[src/rtl/flash_cmd_pkg.sv]
package flash_cmd_pkg;

    typedef enum logic [2:0] {
        ST_READ_ARRAY,
        ST_READ_ID,
        ST_READ_STATUS,
        ST_PROG_SETUP,
        ST_ERASE_SETUP,
        ST_PROG_BUSY,
        ST_ERASE_BUSY,
        ST_ERASE_SUSP
    } fc_state_e;

    typedef enum logic [3:0] {
        CMD_RD_ARRAY,
        CMD_RD_ID,
        CMD_RD_STATUS,
        CMD_CLR_STATUS,
        CMD_PROG_SETUP,
        CMD_ERASE_SETUP,
        CMD_CONFIRM,
        CMD_SUSPEND,
        CMD_OTHER
    } fc_cmd_e;

    localparam logic [7:0] BYTE_RD_ARRAY  = 8'hFF;
    localparam logic [7:0] BYTE_RD_ID     = 8'h90;
    localparam logic [7:0] BYTE_RD_STATUS = 8'h70;
    localparam logic [7:0] BYTE_CLR_STAT  = 8'h50;
    localparam logic [7:0] BYTE_PROG_A    = 8'h40;
    localparam logic [7:0] BYTE_PROG_B    = 8'h10;
    localparam logic [7:0] BYTE_ERASE     = 8'h20;
    localparam logic [7:0] BYTE_CONFIRM   = 8'hD0;
    localparam logic [7:0] BYTE_SUSPEND   = 8'hB0;

endpackage

[src/rtl/flash_cmd_decode.sv]
module flash_cmd_decode
    import flash_cmd_pkg::*;
(
    input  logic [7:0] cmd_byte,
    output fc_cmd_e    cmd
);

    always_comb begin
        unique case (cmd_byte)
            BYTE_RD_ARRAY:             cmd = CMD_RD_ARRAY;
            BYTE_RD_ID:                cmd = CMD_RD_ID;
            BYTE_RD_STATUS:            cmd = CMD_RD_STATUS;
            BYTE_CLR_STAT:             cmd = CMD_CLR_STATUS;
            BYTE_PROG_A, BYTE_PROG_B:  cmd = CMD_PROG_SETUP;
            BYTE_ERASE:                cmd = CMD_ERASE_SETUP;
            BYTE_CONFIRM:              cmd = CMD_CONFIRM;
            BYTE_SUSPEND:              cmd = CMD_SUSPEND;
            default:                   cmd = CMD_OTHER;
        endcase
    end

endmodule

[src/rtl/flash_op_timer.sv]
module flash_op_timer #(
    parameter int CNT_W = 5
) (
    input  logic             clk,
    input  logic             rst_n,
    input  logic             clear,
    input  logic             load,
    input  logic [CNT_W-1:0] load_val,
    input  logic             run,
    output logic             done
);

    logic [CNT_W-1:0] cnt_q;

    always_ff @(posedge clk or negedge rst_n) begin
        if (!rst_n) begin
            cnt_q <= '0;
        end else if (clear) begin
            cnt_q <= '0;
        end else if (load) begin
            cnt_q <= load_val;
        end else if (run && cnt_q != '0) begin
            cnt_q <= cnt_q - 1'b1;
        end
    end

    assign done = run && (cnt_q == CNT_W'(1));

    // a paused countdown keeps its remaining count
    assert_paused_hold_R7: assert property (@(posedge clk) disable iff (!rst_n)
        (!run && !load && !clear) |=> $stable(cnt_q));

endmodule

[src/rtl/flash_mem_model.sv]
module flash_mem_model #(
    parameter int ADDR_W = 6,
    parameter int OFS_W  = 4
) (
    input  logic                    clk,
    input  logic                    rst_n,
    input  logic                    prog_en,
    input  logic [ADDR_W-1:0]       prog_addr,
    input  logic [7:0]              prog_data,
    input  logic                    erase_en,
    input  logic [ADDR_W-OFS_W-1:0] erase_blk,
    input  logic [ADDR_W-1:0]       rd_addr,
    output logic [7:0]              rd_data
);

    localparam int DEPTH = 1 << ADDR_W;

    logic [7:0] words [DEPTH];

    for (genvar g = 0; g < DEPTH; g++) begin : g_word
        localparam logic [ADDR_W-1:0] WA = ADDR_W'(g);
        logic [7:0] word_q;

        always_ff @(posedge clk or negedge rst_n) begin
            if (!rst_n) begin
                word_q <= 8'hFF;
            end else if (erase_en && WA[ADDR_W-1:OFS_W] == erase_blk) begin
                word_q <= 8'hFF;
            end else if (prog_en && prog_addr == WA) begin
                word_q <= word_q & prog_data;
            end
        end

        assign words[g] = word_q;

        // programming can only clear bits the data byte has at zero
        assert_prog_clears_only_R4: assert property (@(posedge clk) disable iff (!rst_n)
            (prog_en && !erase_en && prog_addr == WA) |=> ((word_q & ~$past(prog_data)) == 8'h00));
    end

    assign rd_data = words[rd_addr];

endmodule

[src/rtl/flash_cmd_ctrl.sv]
module flash_cmd_ctrl
    import flash_cmd_pkg::*;
#(
    parameter int         ADDR_W       = 6,
    parameter int         BLK_OFS_W    = 4,
    parameter int         PROG_CYCLES  = 6,
    parameter int         ERASE_CYCLES = 24,
    parameter logic [7:0] MFR_CODE     = 8'h5A,
    parameter logic [7:0] DEV_CODE     = 8'hC3
) (
    input  logic              clk,
    input  logic              rst_n,
    input  logic              ce_n,
    input  logic              oe_n,
    input  logic              we_n,
    input  logic              rp_n,
    input  logic              vpp_ok,
    input  logic [ADDR_W-1:0] addr,
    input  logic [7:0]        din,
    output logic [7:0]        dout,
    output logic              dout_oe
);

    localparam int BLK_W   = ADDR_W - BLK_OFS_W;
    localparam int MAX_CYC = (ERASE_CYCLES > PROG_CYCLES) ? ERASE_CYCLES : PROG_CYCLES;
    localparam int TMR_W   = $clog2(MAX_CYC + 1);

    fc_state_e          state_q, state_d;
    fc_cmd_e            cmd;
    logic               we_prev_q;
    logic               wr_stb;
    logic [ADDR_W-1:0]  op_addr_q;
    logic [7:0]         op_data_q;
    logic [BLK_W-1:0]   op_blk_q;
    logic               sr_erase_err_q, sr_prog_err_q, sr_vlow_q;
    logic               view_status_q;
    logic               tmr_load, tmr_done, tmr_run;
    logic [TMR_W-1:0]   tmr_val;
    logic               cap_prog, cap_erase;
    logic               set_perr, set_eerr, set_vlow, clr_sr;
    logic               view_to_status, view_to_array;
    logic               job_busy;
    logic [7:0]         status_byte, id_byte, arr_byte, rd_byte;

    assign wr_stb = rp_n && !ce_n && we_n && !we_prev_q;

    flash_cmd_decode u_decode (
        .cmd_byte (din),
        .cmd      (cmd)
    );

    assign job_busy = (state_q == ST_PROG_BUSY) || (state_q == ST_ERASE_BUSY);
    assign tmr_run  = job_busy;

    flash_op_timer #(.CNT_W(TMR_W)) u_timer (
        .clk      (clk),
        .rst_n    (rst_n),
        .clear    (!rp_n),
        .load     (tmr_load),
        .load_val (tmr_val),
        .run      (tmr_run),
        .done     (tmr_done)
    );

    flash_mem_model #(.ADDR_W(ADDR_W), .OFS_W(BLK_OFS_W)) u_mem (
        .clk       (clk),
        .rst_n     (rst_n),
        .prog_en   (tmr_done && state_q == ST_PROG_BUSY),
        .prog_addr (op_addr_q),
        .prog_data (op_data_q),
        .erase_en  (tmr_done && state_q == ST_ERASE_BUSY),
        .erase_blk (op_blk_q),
        .rd_addr   (addr),
        .rd_data   (arr_byte)
    );

    // next state and control pulses
    always_comb begin
        state_d        = state_q;
        tmr_load       = 1'b0;
        tmr_val        = '0;
        cap_prog       = 1'b0;
        cap_erase      = 1'b0;
        set_perr       = 1'b0;
        set_eerr       = 1'b0;
        set_vlow       = 1'b0;
        clr_sr         = 1'b0;
        view_to_status = 1'b0;
        view_to_array  = 1'b0;
        unique case (state_q)
            ST_READ_ARRAY, ST_READ_ID, ST_READ_STATUS: begin
                if (wr_stb) begin
                    case (cmd)
                        CMD_RD_ARRAY:    state_d = ST_READ_ARRAY;
                        CMD_RD_ID:       state_d = ST_READ_ID;
                        CMD_RD_STATUS:   state_d = ST_READ_STATUS;
                        CMD_CLR_STATUS:  clr_sr  = 1'b1;
                        CMD_PROG_SETUP:  state_d = ST_PROG_SETUP;
                        CMD_ERASE_SETUP: state_d = ST_ERASE_SETUP;
                        default:         state_d = state_q;
                    endcase
                end
            end
            ST_PROG_SETUP: begin
                if (wr_stb) begin
                    if (vpp_ok) begin
                        cap_prog = 1'b1;
                        tmr_load = 1'b1;
                        tmr_val  = TMR_W'(PROG_CYCLES);
                        state_d  = ST_PROG_BUSY;
                    end else begin
                        set_perr = 1'b1;
                        set_vlow = 1'b1;
                        state_d  = ST_READ_STATUS;
                    end
                end
            end
            ST_ERASE_SETUP: begin
                if (wr_stb) begin
                    if (cmd == CMD_CONFIRM && vpp_ok) begin
                        cap_erase = 1'b1;
                        tmr_load  = 1'b1;
                        tmr_val   = TMR_W'(ERASE_CYCLES);
                        state_d   = ST_ERASE_BUSY;
                    end else if (cmd == CMD_CONFIRM) begin
                        set_eerr = 1'b1;
                        set_vlow = 1'b1;
                        state_d  = ST_READ_STATUS;
                    end else begin
                        set_eerr = 1'b1;
                        set_perr = 1'b1;
                        state_d  = ST_READ_STATUS;
                    end
                end
            end
            ST_PROG_BUSY: begin
                if (tmr_done) state_d = ST_READ_STATUS;
            end
            ST_ERASE_BUSY: begin
                if (tmr_done) begin
                    state_d = ST_READ_STATUS;
                end else if (wr_stb && cmd == CMD_SUSPEND) begin
                    state_d       = ST_ERASE_SUSP;
                    view_to_array = 1'b1;
                end
            end
            ST_ERASE_SUSP: begin
                if (wr_stb) begin
                    case (cmd)
                        CMD_CONFIRM:   state_d        = ST_ERASE_BUSY;
                        CMD_RD_STATUS: view_to_status = 1'b1;
                        CMD_RD_ARRAY:  view_to_array  = 1'b1;
                        default:       state_d        = state_q;
                    endcase
                end
            end
        endcase
    end

    // state register
    always_ff @(posedge clk or negedge rst_n) begin
        if (!rst_n) begin
            state_q <= ST_READ_ARRAY;
        end else if (!rp_n) begin
            state_q <= ST_READ_ARRAY;
        end else begin
            state_q <= state_d;
        end
    end

    // latched job parameters, status bits and suspend view
    always_ff @(posedge clk or negedge rst_n) begin
        if (!rst_n) begin
            we_prev_q      <= 1'b1;
            op_addr_q      <= '0;
            op_data_q      <= 8'hFF;
            op_blk_q       <= '0;
            sr_erase_err_q <= 1'b0;
            sr_prog_err_q  <= 1'b0;
            sr_vlow_q      <= 1'b0;
            view_status_q  <= 1'b0;
        end else if (!rp_n) begin
            we_prev_q      <= 1'b1;
            sr_erase_err_q <= 1'b0;
            sr_prog_err_q  <= 1'b0;
            sr_vlow_q      <= 1'b0;
            view_status_q  <= 1'b0;
        end else begin
            we_prev_q <= we_n;
            if (cap_prog) begin
                op_addr_q <= addr;
                op_data_q <= din;
            end
            if (cap_erase) op_blk_q <= addr[ADDR_W-1:BLK_OFS_W];
            if (clr_sr) begin
                sr_erase_err_q <= 1'b0;
                sr_prog_err_q  <= 1'b0;
                sr_vlow_q      <= 1'b0;
            end else begin
                if (set_eerr) sr_erase_err_q <= 1'b1;
                if (set_perr) sr_prog_err_q  <= 1'b1;
                if (set_vlow) sr_vlow_q      <= 1'b1;
            end
            if (view_to_status)     view_status_q <= 1'b1;
            else if (view_to_array) view_status_q <= 1'b0;
        end
    end

    // outputs
    always_comb begin
        status_byte = {!job_busy, state_q == ST_ERASE_SUSP, sr_erase_err_q,
                       sr_prog_err_q, sr_vlow_q, 3'b000};
        id_byte     = addr[0] ? DEV_CODE : MFR_CODE;
        unique case (state_q)
            ST_READ_ARRAY: rd_byte = arr_byte;
            ST_READ_ID:    rd_byte = id_byte;
            ST_ERASE_SUSP: rd_byte = view_status_q ? status_byte : arr_byte;
            ST_READ_STATUS, ST_PROG_SETUP, ST_ERASE_SETUP,
            ST_PROG_BUSY, ST_ERASE_BUSY: rd_byte = status_byte;
        endcase
        dout_oe = rp_n && !ce_n && !oe_n && we_n;
        dout    = dout_oe ? rd_byte : 8'h00;
    end

    // power-down always lands in array reads
    assert_pd_to_array_R1: assert property (@(posedge clk) disable iff (!rst_n)
        !rp_n |=> (state_q == ST_READ_ARRAY));

    // nothing but completion leaves a running program
    assert_prog_locked_R5: assert property (@(posedge clk) disable iff (!rst_n)
        (state_q == ST_PROG_BUSY && !tmr_done && rp_n) |=> (state_q == ST_PROG_BUSY));

    // a running erase only leaves on completion or suspend
    assert_erase_only_suspend_R6: assert property (@(posedge clk) disable iff (!rst_n)
        (state_q == ST_ERASE_BUSY && !tmr_done && rp_n && !(wr_stb && cmd == CMD_SUSPEND))
        |=> (state_q == ST_ERASE_BUSY));

    // job completion parks in status reads
    assert_done_to_status_R8: assert property (@(posedge clk) disable iff (!rst_n)
        (tmr_done && rp_n) |=> (state_q == ST_READ_STATUS));

    // low write voltage never starts a job
    assert_lowv_no_start_R9: assert property (@(posedge clk) disable iff (!rst_n)
        (wr_stb && !vpp_ok && (state_q == ST_PROG_SETUP || state_q == ST_ERASE_SETUP))
        |=> (state_q == ST_READ_STATUS && sr_vlow_q));

    // error bits are sticky until explicitly cleared
    assert_err_sticky_R11: assert property (@(posedge clk) disable iff (!rst_n)
        (sr_prog_err_q && rp_n && !clr_sr) |=> sr_prog_err_q);

endmodule

[config.mk]
export PLATFORM = sky130hd
export DESIGN_NAME = flash_cmd_ctrl
export DESIGN_NICKNAME = d
export VERILOG_FILES = /design/src/rtl/flash_cmd_pkg.sv /design/src/rtl/flash_cmd_decode.sv /design/src/rtl/flash_op_timer.sv /design/src/rtl/flash_mem_model.sv /design/src/rtl/flash_cmd_ctrl.sv
export SDC_FILE = /design/constraint.sdc
export NUM_CORES = 1
export LEC_CHECK = 0
export ABC_AREA = 1
export BUFFER_PORTS_ARGS = -buffer_cell sky130_fd_sc_hd__buf_4
export CAP_MARGIN = 10
export CORE_ASPECT_RATIO = 1.4
export CORE_MARGIN = 10
export CORE_UTILIZATION = 64
export CTS_CLUSTER_SIZE = 30
export DETAILED_ROUTE_END_ITERATION = 10
export PLACE_DENSITY = 0.83
export SLEW_MARGIN = 30
export SYNTH_ARGS = -nofsm -noshare
export SYNTH_HDL_FRONTEND = slang
export SYNTH_SLANG_ARGS = --single-unit
[constraint.sdc]
create_clock -name clk -period 3.2 [get_ports clk]
set_input_delay 0.8 -clock clk [delete_from_list [all_inputs] [get_ports clk]]
set_output_delay 0.8 -clock clk [all_outputs]
set_load 0.1 [all_outputs]
-- Word level (Yosys, flattened, before mapping)
Cells that the tools add are included.
- register bits after elaboration: 541
- input port bits: 21
- output and inout bits: 9
- word-level logic and storage cells: 604
- $add $sub $neg: 1
- $lt $le $gt $ge: 1
- eq/ne operators: 103
- multiplexer cells: 201
- bitwise gates (word level): 65
- reduce and logical (&&, ||, !) cells: 159
- operators with widths (cell ; number):
    8-bit two-way mux ; 133
    8-bit AND ; 64
    6-bit equality test, second input constant ; 32
    2-bit nonzero test ; 64
    6-bit by 5-bit equality test with 1-bit output, second input constant ; 16
    1-bit logical AND ; 79
    8-bit binary-select mux with 6-bit select ; 1
    6-bit by 4-bit equality test with 1-bit output, second input constant ; 8
    1-bit two-way mux ; 40
    3-bit two-way mux ; 13
    8-bit equality test, second input constant ; 4
    4-bit one-hot mux with 8 select lines ; 1
    8-bit one-hot mux with 4 select lines ; 1
    5-bit two-way mux ; 5
    6-bit by 3-bit equality test with 1-bit output, second input constant ; 4
    8-bit by 7-bit equality test with 1-bit output, second input constant ; 3
    3-bit one-hot mux with 6 select lines ; 1
    4-bit by 3-bit equality test with 1-bit output, second input constant ; 4
    3-bit by 1-bit != test with 1-bit output, second input constant ; 5
    3-bit != test, second input constant ; 5
    3-bit one-hot mux with 5 select lines ; 1
    3-bit equality test, second input constant ; 4
    6-bit by 2-bit equality test with 1-bit output, second input constant ; 2
    5-bit one-hot mux with 2 select lines ; 1
    29 further kinds ; 39

-- Logic depth before layout (Yosys ltp)
- word-level depth: 11
- mapped depth: 14
- mapped depth without buffers: 11

-- By module
From an unflattened synthesis, not the netlist that was laid out.
- cell total of the unflattened synthesis: 3282
- area total of the unflattened synthesis: 26058.7 um2
- by module, submodules not included (module ; times used ; cells an instance ; area each (um2) ; seq. area each (um2)):
    flash_mem_model ; 1 ; 2952 ; 23925.4 ; 13452.9
    flash_cmd_ctrl ; 1 ; 227 ; 1526.5 ; 611.8
    flash_op_timer ; 1 ; 57 ; 402.9 ; 125.1
    flash_cmd_decode ; 1 ; 46 ; 203.9 ; 0.0

-- Worst setup path after synthesis
OpenSTA, ideal clock, no wires.
- path kind: in2out
- from: input rp_n
- to: output dout[2]
- arrival: 4645 ps
- required time: 2400 ps
- slack: -2245 ps
- cell stages on the path: 8
- path buffers: 1
- path through: buf_6 > inv_4 > nor3_1 > nand2_1 > inv_1 > o21ai_0 > nor2_1 > a21boi_0
- word-level cells in the longest chain between the ends: 4
- RTL lines (item ; line ; text):
    start, declared ; flash_cmd_ctrl.sv:16 ; input logic rp_n,
    1-bit logical AND (3 in a row) ; flash_cmd_ctrl.sv:221 ; dout_oe = rp_n && !ce_n && !oe_n && we_n;
    via dout_oe ; flash_cmd_ctrl.sv:21 ; output logic dout_oe
    8-bit two-way mux ; flash_cmd_ctrl.sv:222 ; dout = dout_oe ? rd_byte : 8'h00;
    end, declared ; flash_cmd_ctrl.sv:20 ; output logic [7:0] dout,
The timed path passes the listed nets, and every way through them passes these cells.

-- Worst setup path after layout
- from: input addr[0]
- to: output dout[4]
- word-level cells in the longest chain between the ends: 7
- elaborated cells between the ends (all ways): 8
- those cells by class: 7 x mux; 1 x bitwise
- RTL lines (item ; line ; text):
    start, declared ; flash_cmd_ctrl.sv:18 ; input logic [ADDR_W-1:0] addr,
    6-bit inverter with 7-bit output (implied by the code) ; flash_mem_model.sv:41 ; assign rd_data = words[rd_addr];
    8-bit binary-select mux with 6-bit select ; flash_mem_model.sv:41 ;
    8-bit two-way mux (implied by the code) (2 in a row) ; flash_mem_model.sv:41 ;
    8-bit two-way mux ; flash_cmd_ctrl.sv:217 ; ST_ERASE_SUSP: rd_byte = view_status_q ? status_byte : arr_byte;
    8-bit one-hot mux with 4 select lines (*) ; flash_cmd_ctrl.sv:214 ; unique case (state_q)
    8-bit two-way mux (*) ; flash_cmd_ctrl.sv:222 ;
Every way passes the cells marked *; elsewhere a longest branch is shown, timed or not. The select of a mux whose other input is x is not followed.

==> results by group <==
Pwr
  – Max VDD drop: 0.466 mV
  – Internal: 11,200 uW
  – Leak: 0.0156 uW
  – Power share of the clock group: 0.446
  – Final Total Pwr: 14,700 uW
  – Switching Share: 0.241
  – Flop pwr share: 0.469
  – Power Density: 469 nW/um^2
  – Combinational group share of total power: 0.086
  – Net Sw Power: 3550 uW

Worst setup path
  – Worst setup path endpoint: dout[4]
  – Worst Setup End Kind: primary output
  – Critical Path Start Type: input pin
  – R2r endpoint: u_mem.g_word[32].word_q[5]
  – Worst reg2reg path startpoint: u_timer.cnt_q[1]
  – CP required: 2.40 ns
  – Worst Path Class, Setup: in -> out
  – R2r worst-path depth: 9
  – Worst-path maximum fanout: 11
  – Worst Setup SP: addr[0]
  – CP arrival: 2.57 ns
  – FF-to-FF setup slack: 0.30 ns

Placed design
  – Post-DP HPWL: 50,600 um
  – Placed insts: 3,684
  – GP Congestion: 0.972
  – I/O Buffers: 29
  – DP Worst Slack: -0.338 ns

Route
  – Routed vias: 25,200
  – Final wirelength: 89,800 um
  – Routed length per instance: 23.5 um
  – Post-route ant nets: 0
  – 1st-iter DRT viols: 3,880
  – Detailed-route vias per instance: 6.60
  – # DRC: 0
  – Drt pass-1 iters: 8

Final layout
  – Area grow syn2layout: 18.5%
  – Sequential Area: 14,200 um^2
  – Most frequent cells in the layout: nand2_1 (1,205), dfstp_2 (521), nand3_1 (339), o21ai_0 (332), o21ai_1 (199)
  – Fin cells: 3,814
  – Share of cells above drive strength 1: 0.324
  – Multi-input combinational cell area: 11,700 um^2
  – Final core occ: 0.764
  – Layout net count: 3,256
  – Ant diodes: 0
  – Filler cells: 2,511
  – Most common cell after layout, fill and taps aside: nand2_1

Logic synthesis
  – Asr flop ratio synth: 1.00
  – Ys Warns: 0
  – Mapped Cells: 3,209
  – Post-synthesis cell area: 26,500 um^2
  – Seq cells post-synth: 541
  – Register area share after synthesis: 0.536
  – Ys flop type: dfstp_2
  – Avg Cell Area, Syn: 8.26 um^2
  – Post-synthesis cell type count: 37
  – Number of flops mapped to enable cells by yosys: 0
  – Syn_nets: 3,232

GRT
  – Vias in the first global route: 24,700
  – First-pass GRT wire length: 134,000 um
  – Largest net degree at the start of global routing: 129
  – Initial antenna violation count: 0
  – GRT Total Usage: 0.341
  – Gr ovfl total: 0

Clock tree
  – CTS Buf Count: 50
  – Hold_buf cts: 0
  – H-tree Lvls: 2
  – Clk sinks: 541
  – Clock slew at reported path FFs: 0.07 ns
  – CTS root buffer: clkbuf_16
  – CTS tree: done
  – Bufs on Longest Clock Path: 3
  – Clock Latency Late Sink: 0.61 ns

STA
  – Slew HR: 0.277
  – Final setup vio count: 8
  – Actual slew at the worst max-slew pin: 1.08 ns
  – Final period util: 1.05
  – Post-route minimum period: 3.37 ns
  – Final worst slack: -0.170 ns
  – Fin Setup TNS: -0.573 ns
  – Fmax: 0.297 GHz
  – Max Slew Vio Count: 0
  – Final Hold Fails: 0
  – RSZ-0062 raised after global routing: yes
  – Skew final: 0.0209 ns

Floorplanning
  – Die ar.: 50,100 um^2
  – Row cnt: 88
  – Initial core utilization: 0.645
  – Core area: 41,100 um^2
  – I/O Pins: 30
  – Die Wd: 192 um
  – Die height: 261 um

Run status
  – Status: complete, but fails checks
  – Failing checks: setup timing

Run
  – Maxcap violations: 0

Worst hold path
  – Hold crit path type: in -> async
## sequential cells by signal, summed over array words and instances, names as in the netlist
register	cells
sr_prog_err_q	1
view_status_q	1
we_prev_q	1
sr_vlow_q	1
u_mem.g_word.word_q	512
op_data_q	8
op_blk_q	2
u_timer.cnt_q	5
op_addr_q	6
sr_erase_err_q	1
state_q	3
## power groups by stage
stage	combinational, uW	clock (uW)	sequential, uW
after floorplan	451	0	7000
after global placement	917	0	7000
after detailed placement	931	0	7000
after CTS	1100	6520	6900
after global routing	1320	6850	6900
final	1260	6570	6900
## worst min path at each step
stage / start / to / slack, ns
2_1_floorplan: u_mem.g_word[0].word_q[0] / u_mem.g_word[0].word_q[0] / 0.45
4_1_cts: rst_n / u_mem.g_word[4].word_q[5] / 0.42
3_5_place_dp: u_mem.g_word[6].word_q[1] / u_mem.g_word[6].word_q[1] / 0.47
3_3_place_gp: u_mem.g_word[22].word_q[6] / u_mem.g_word[22].word_q[6] / 0.46
6_report: rst_n / u_mem.g_word[4].word_q[5] / 0.39
5_1_grt: rst_n / u_mem.g_word[4].word_q[5] / 0.41
## final cells by class
| cell class | count | area share |
|---|---|---|
| Sequential cell | 541 | 0.452 |
| Multi-Input combinational cell | 2387 | 0.371 |
| Timing Repair Buffer | 201 | 0.0900 |
| Clock buffer | 72 | 0.0480 |
| Tap cell | 540 | 0.0215 |
| Clock inverter | 21 | 0.00933 |
| Inverter | 51 | 0.00721 |
| Timing Repair inverter | 1 | 0.000638 |
## cell usage after synthesis, drive strengths merged (6+ instances only)
library cell  instances  area share
nand2              1304        0.20
o21ai               540        0.10
dfstp               521        0.52
nand3               455       0.086
buf                 141       0.038
clkbuf               89       0.013
inv                  50      0.0072
nor2                 47      0.0072
dfrtp                20       0.019
nor3                 13      0.0046
nand4                 6      0.0014
## what timing repair did
item | in CTS | in global routing
setup buffers | 10 | 1
endpoints found under the setup margin | 8 | 8
resized for setup | 114 | 152
pin swaps | 20 | 58
cloned | 14 | 14
hold endpoints to repair | 0 | 0
## per-layer routing
metal  up-vias  track usage  routed length [um]
met2      1944        0.542               42300
met3       578       0.0743                9800
li1      10600            -                   -
met5         -            0                   0
met4         0        0.252                7450
met1     12100        0.401               30300
## critical path: stages
cell       delay, ns
clkbuf_16       0.17
inv_16          0.13
buf_16          0.16
buf_4           0.14
nand2_1         0.10
nand3_2         0.09
nand3_1         0.12
nand2_1         0.10
nand2_1         0.07
nand3_2         0.15
nand3_4         0.12
nand2_2         0.09
nand2_2         0.06
nand2_2         0.09
buf_12          0.17
## metrics by stage
stage          instance area, um^2  hold WS (ns)
4_1_cts                      30500         0.422
2_1_floorplan                26500         0.453
3_5_place_dp                 27700         0.466
6_report                     31400         0.386
5_1_grt                      31400         0.413
3_3_place_gp                 27700         0.458
## logic make-up after synthesis
family,Yosys count,share of synthesized area
compound gates,552,0.106
simple gates,1830,0.298
buf+inv,281,0.0584
fa+ha+maj,2,0.000944
xor+xnor,3,0.000992
flops,541,0.536
Note: power is estimated with default switching activity, not from simulation.
